**src/rtl/pci_irq_pkg.sv**
```systemverilog
package pci_irq_pkg;
  localparam int DEF_N_SRC = 5;
  localparam logic [DEF_N_SRC-1:0] DEF_SRC_MASK = 5'b10111;

  typedef enum logic [1:0] {
    RA_STATUS = 2'd0,
    RA_ENABLE = 2'd1,
    RA_EN_SET = 2'd2,
    RA_EN_CLR = 2'd3
  } reg_addr_e;
endpackage

```
**src/rtl/pci_irq_regs.sv**
```systemverilog
module pci_irq_regs
  import pci_irq_pkg::*;
#(
  parameter int N_SRC = DEF_N_SRC,
  parameter logic [N_SRC-1:0] SRC_MASK = DEF_SRC_MASK
) (
  input  logic             clk,
  input  logic             rst,
  input  logic [N_SRC-1:0] irq_req,
  input  logic             we,
  input  logic             re,
  input  logic [1:0]       addr,
  input  logic [N_SRC-1:0] wdata,
  output logic [N_SRC-1:0] status_q,
  output logic [N_SRC-1:0] enable_q,
  output logic [N_SRC-1:0] rdata
);
  reg_addr_e addr_e;
  assign addr_e = reg_addr_e'(addr);

  logic [N_SRC-1:0] w1c;
  logic [N_SRC-1:0] en_d;

  always_comb begin
    w1c  = (we && addr_e == RA_STATUS) ? wdata : '0;
    en_d = enable_q;
    if (we) begin
      unique case (addr_e)
        RA_ENABLE: en_d = wdata;
        RA_EN_SET: en_d = enable_q | wdata;
        RA_EN_CLR: en_d = enable_q & ~wdata;
        default:   en_d = enable_q;
      endcase
    end
  end

  for (genvar i = 0; i < N_SRC; i++) begin : g_bit
    if (SRC_MASK[i]) begin : g_live
      always_ff @(posedge clk) begin
        if (rst) begin
          status_q[i] <= 1'b0;
          enable_q[i] <= 1'b0;
        end else begin
          status_q[i] <= (status_q[i] & ~w1c[i]) | irq_req[i];
          enable_q[i] <= en_d[i];
        end
      end
    end else begin : g_hole
      assign status_q[i] = 1'b0;
      assign enable_q[i] = 1'b0;
    end
  end

  always_ff @(posedge clk) begin
    if (rst) begin
      rdata <= '0;
    end else if (re) begin
      rdata <= (addr_e == RA_STATUS) ? status_q : enable_q;
    end
  end
endmodule

```
**src/rtl/pci_irq_prio.sv**
```systemverilog
module pci_irq_prio #(
  parameter int N_SRC = 5,
  parameter int ID_W  = $clog2(N_SRC)
) (
  input  logic [N_SRC-1:0] pending,
  output logic             any,
  output logic [ID_W-1:0]  id
);
  always_comb begin
    any = 1'b0;
    id  = '0;
    for (int i = N_SRC - 1; i >= 0; i--) begin
      if (pending[i]) begin
        any = 1'b1;
        id  = ID_W'(i);
      end
    end
  end
endmodule

```
**src/rtl/pci_irq_aggr.sv**
```systemverilog
module pci_irq_aggr
  import pci_irq_pkg::*;
#(
  parameter int N_SRC = DEF_N_SRC,
  parameter logic [N_SRC-1:0] SRC_MASK = DEF_SRC_MASK,
  localparam int ID_W = $clog2(N_SRC)
) (
  input  logic             clk,
  input  logic             rst,
  input  logic [N_SRC-1:0] irq_req,
  input  logic             reg_we,
  input  logic             reg_re,
  input  logic [1:0]       reg_addr,
  input  logic [N_SRC-1:0] reg_wdata,
  output logic [N_SRC-1:0] reg_rdata,
  input  logic             int_ack,
  output logic             cpu_irq,
  output logic             src_valid,
  output logic [ID_W-1:0]  src_id,
  output logic             spurious
);
  logic [N_SRC-1:0] status_q;
  logic [N_SRC-1:0] enable_q;
  logic [N_SRC-1:0] pending;
  logic             any_pend;
  logic [ID_W-1:0]  win_id;

  pci_irq_regs #(.N_SRC(N_SRC), .SRC_MASK(SRC_MASK)) u_regs (
    .clk      (clk),
    .rst      (rst),
    .irq_req  (irq_req),
    .we       (reg_we),
    .re       (reg_re),
    .addr     (reg_addr),
    .wdata    (reg_wdata),
    .status_q (status_q),
    .enable_q (enable_q),
    .rdata    (reg_rdata)
  );

  assign pending = status_q & enable_q;

  pci_irq_prio #(.N_SRC(N_SRC), .ID_W(ID_W)) u_prio (
    .pending (pending),
    .any     (any_pend),
    .id      (win_id)
  );

  always_ff @(posedge clk) begin
    if (rst) begin
      cpu_irq   <= 1'b0;
      src_valid <= 1'b0;
      src_id    <= '0;
      spurious  <= 1'b0;
    end else begin
      cpu_irq   <= |pending;
      src_valid <= any_pend;
      src_id    <= win_id;
      spurious  <= int_ack & ~any_pend;
    end
  end
endmodule

```
**config.mk**
```make
export PLATFORM = sky130hd
export DESIGN_NAME = pci_irq_aggr
export DESIGN_NICKNAME = d
export VERILOG_FILES = /design/src/rtl/pci_irq_pkg.sv /design/src/rtl/pci_irq_regs.sv /design/src/rtl/pci_irq_prio.sv /design/src/rtl/pci_irq_aggr.sv
export SDC_FILE = /design/constraint.sdc
export NUM_CORES = 1
export LEC_CHECK = 0
export ABC_CLOCK_PERIOD_IN_PS = 2800
export BUFFER_PORTS_ARGS = -buffer_cell sky130_fd_sc_hd__buf_2
export CAP_MARGIN = 20
export CORE_AREA = 3 3 46 48
export CTS_BUF_LIST = sky130_fd_sc_hd__clkbuf_16
export DETAILED_ROUTE_END_ITERATION = 8
export DIE_AREA = 0 0 49 51
export PLACE_DENSITY = 0.78
export RECOVER_POWER = 50
export SLEW_MARGIN = 20
export SYNTH_ARGS = -nofsm -noshare
export SYNTH_HDL_FRONTEND = slang
export SYNTH_HIERARCHICAL = 1
export SYNTH_SLANG_ARGS = --single-unit
```
**constraint.sdc**
```tcl
create_clock -name clk -period 2.8 [get_ports clk]
set_input_delay 0.42 -clock clk [delete_from_list [all_inputs] [get_ports clk]]
set_output_delay 0.42 -clock clk [all_outputs]
set_load 0.005 [all_outputs]
```
==> summary.md <==
| Metric | Value |
|---|---|
| Run status | `finished clean` |
| Slew Viols, Final | `0` |
| Via count | `810` |
| Final Hold Vio Count | `0` |
| P_leak | `0.4376 nW` |
| R2R depth | `4` |
| IO Count | `28` |
| Num rows | `15` |
| Area post-placement | `974.7 µm²` |
| Initial core utilization | `49.39%` |
| Syn avg cell area | `8.370 µm²` |
| Setup violators final | `0` |
| First-pass GRT wire length | `2822 µm` |
| FILL cells | `157` |
| Gpl congestion | `0.7696` |
| Die width | `49 µm` |
| RSZ-0062 raised after global routing | `false` |
| DRT met1 WL | `796 µm` |
| Worst path top cell family by delay | `simple AND/OR/NAND/NOR gates` |
| Period utilization | `46.48%` |
| CP Buf/Inv Count | `1` |
| CTS root buffer | `clkbuf_16` |
| Synth Cell Area | `862.1 µm²` |
| Remaining antenna violation count | `0` |
| Nets | `144` |
| Synth Warn # | `6` |
| Setup CP Type | `in2reg` |
| WL final | `1839 µm` |
| CP peak stage delay | `530 ps` |
| Sequential cell area fraction in the yosys report | `41.80%` |
| Drt drc | `0` |
| Worst min path class | `in2reg` |
| Post-synth EDFFs | `0` |
| Initial DRC Count | `29` |
| CTS max path bufs | `2` |
| Die area | `2499 µm²` |
| Critical path depth | `3` |
| Clk Latency, worst-skew pair | `250 ps` |
| Crit-path slowest cell | `nor3_1` |
| Synth async-reset ratio | `0%` |
| Num CTS Buffers | `3` |
| Flops & latches, synth | `18` |
| Max cap viols | `0` |
| Clk_skew | `1.666 ps` |
| Gate Count Post-Synth | `103` |
| Final instance area | `1049 µm²` |
| Critical path required time | `2900 ps` |
| Count leader, synth | `dfxtp_1` |
| Number of buffers added on ports | `24` |
| Clk sink count | `18` |
| Combinational share of power | `12.0%` |
| Slew margin rel. | `59.52%` |
| Area delta synth->final | `21.63%` |
| H-tree levels | `1` |
| CP Data Arrival Time | `1400 ps` |
| CP startpoint kind | `input port` |
| Vias in the first global route | `677` |
| Antenna diodes | `0` |
| Fmax | `768.4 MHz` |
| CP endpoint kind | `flip-flop` |
| Height of the die | `51 µm` |
| Clock-pin slew of the registers on the worst-case setup and hold paths | `50 ps` |
| Routed length on met2 | `899 µm` |
| Crit-path max FO | `15` |
| # Post-CTS Setup Buffers | `0` |
| Post-layout min period | `1301 ps` |
| Drt first pass iters | `4` |
| Setup TNS | `0 ps` |
| Net Sw Frac | `22.34%` |
| VDD IR max | `0.2662 mV` |
| WL per Instance | `12.18 µm` |
| Synth cell count leaders | `dfxtp_1 (18), nor2_1 (9)` |
| Layout cells sized above 1 | `21.43%` |
| Top-area cell type share of the netlist area | `41.80%` |
| P_sw | `0.1436 mW` |
| Place WS | `1409 ps` |
| Power Internal | `0.4989 mW` |
| Actual slew at the worst max-slew pin | `607.2 ps` |
| Placed cell count | `147` |
| Primary FF master, synth | `dfxtp_1` |
| CORE AREA | `1745 µm²` |
| Power per Cell Area | `612.7 nW/µm²` |
| Total grt overflow | `0` |
| Overall Global Routing Usage | `14.87%` |
| Max layer used | `met4` |
| Initial antenna violation count | `0` |
| Hold_buf cts | `0` |
| Synth unique cells | `26` |
| Post-Layout Cell Count | `151` |
| Final worst setup slack | `1499 ps` |
| CP Cell Sequence | `clkbuf_1 -> nor3_1 -> a311oi_1` |
| Pin count of the biggest net entering global routing | `19` |
| Post-CTS Resized | `0` |
| Hold path cells | `2` |
| Vias per cell | `5.364` |
| CTS tree | `yes` |
| Sequential power share | `44.6%` |
| Synth area leader | `dfxtp_1` |
| Tot Pwr | `0.6424 mW` |
| HPWL Detailed | `1343 µm` |
| Synth top area cells | `dfxtp_1 (42%), a311oi_1 (8.1%), a31oi_1 (5.8%)` |
| Clk pwr share | `43.4%` |
| Met3 routed WL | `105 µm` |
## cell usage in the layout (no fill, tap or decap), types with 3 or more instances in the layout
cell,Yosys,final
a311oi_1,8,8
nand2_1,8,8
a31oi_1,8,8
inv_1,6,6
or2_0,4,4
conb_1,1,3
buf_2,0,22
o21ai_0,8,8
clkbuf_16,0,3
nor2b_1,8,8
and2_1,5,4
nor2_1,9,9
dfxtp_1,18,18
## per-stage QoR
step / hold WS (ps) / util [%]
2_1_floorplan: 476.0 / -
3_3_place_gp: 474.6 / 55.84
3_5_place_dp: 481.2 / 55.84
4_1_cts: 413.3 / 60.36
5_1_grt: 427.3 / 60.07
6_report: 415.2 / 60.07
## state kept, by name (all words and copies together) (netlist names)
signal	flops
u_regs/enable_q	4
u_regs/status_q	4
src_id	3
cpu_irq	1
u_regs/rdata	4
spurious	1
src_valid	1
## power by group through the flow
stage | Combinational, mW | Clock [mW] | Sequential, mW
finish | 0.0770 | 0.279 | 0.287
global route | 0.0854 | 0.296 | 0.288
detailed placement | 0.0767 | 0 | 0.291
CTS | 0.0769 | 0.284 | 0.286
floorplan | 0.0494 | 0 | 0.289
global placement | 0.0733 | 0 | 0.290
## final timing paths
check / startpoint / end / slack (ps)
setup reg to reg: u_regs/status_q[1] / spurious / 1590
setup / recovery: reg_addr[1] / u_regs/status_q[0] / 1500
hold reg to reg: u_regs/rdata[4] / u_regs/rdata[4] / 490
hold / removal: reg_wdata[4] / u_regs/status_q[4] / 420
## cell families (layout without fill, tap and decap cells)
| kind of cell | count (synthesis) | after routing | share of synthesized area, % |
|---|---|---|---|
| compound gates | 28 | 28 | 21.77 |
| buf+inv | 13 | 34 | 7.981 |
| other cells | 1 | 3 | 0.4350 |
| flops | 18 | 18 | 41.80 |
| simple gates | 43 | 43 | 28.01 |
## area by class of cell
| type | instances | area (µm²) | share of cell area, % |
|---|---|---|---|
| repair buffers | 24 | 117.6 | 11.22 |
| multi-input cells | 74 | 437.9 | 41.77 |
| clock buffers | 3 | 75.07 | 7.160 |
| inverters | 6 | 22.52 | 2.148 |
| clock inverters | 1 | 3.754 | 0.3580 |
| flip-flops and latches | 18 | 360.3 | 34.37 |
| well taps | 25 | 31.28 | 2.983 |
## routing by layer
| metal | GRT usage, % | up-vias |
|---|---|---|
| li1 | - | 406 |
| met1 | 15.11 | 368 |
| met2 | 27.60 | 32 |
| met3 | 2.915 | 4 |
| met4 | 9.953 | 0 |
| met5 | 0 | - |
Power figures use the tool's default switching activity.
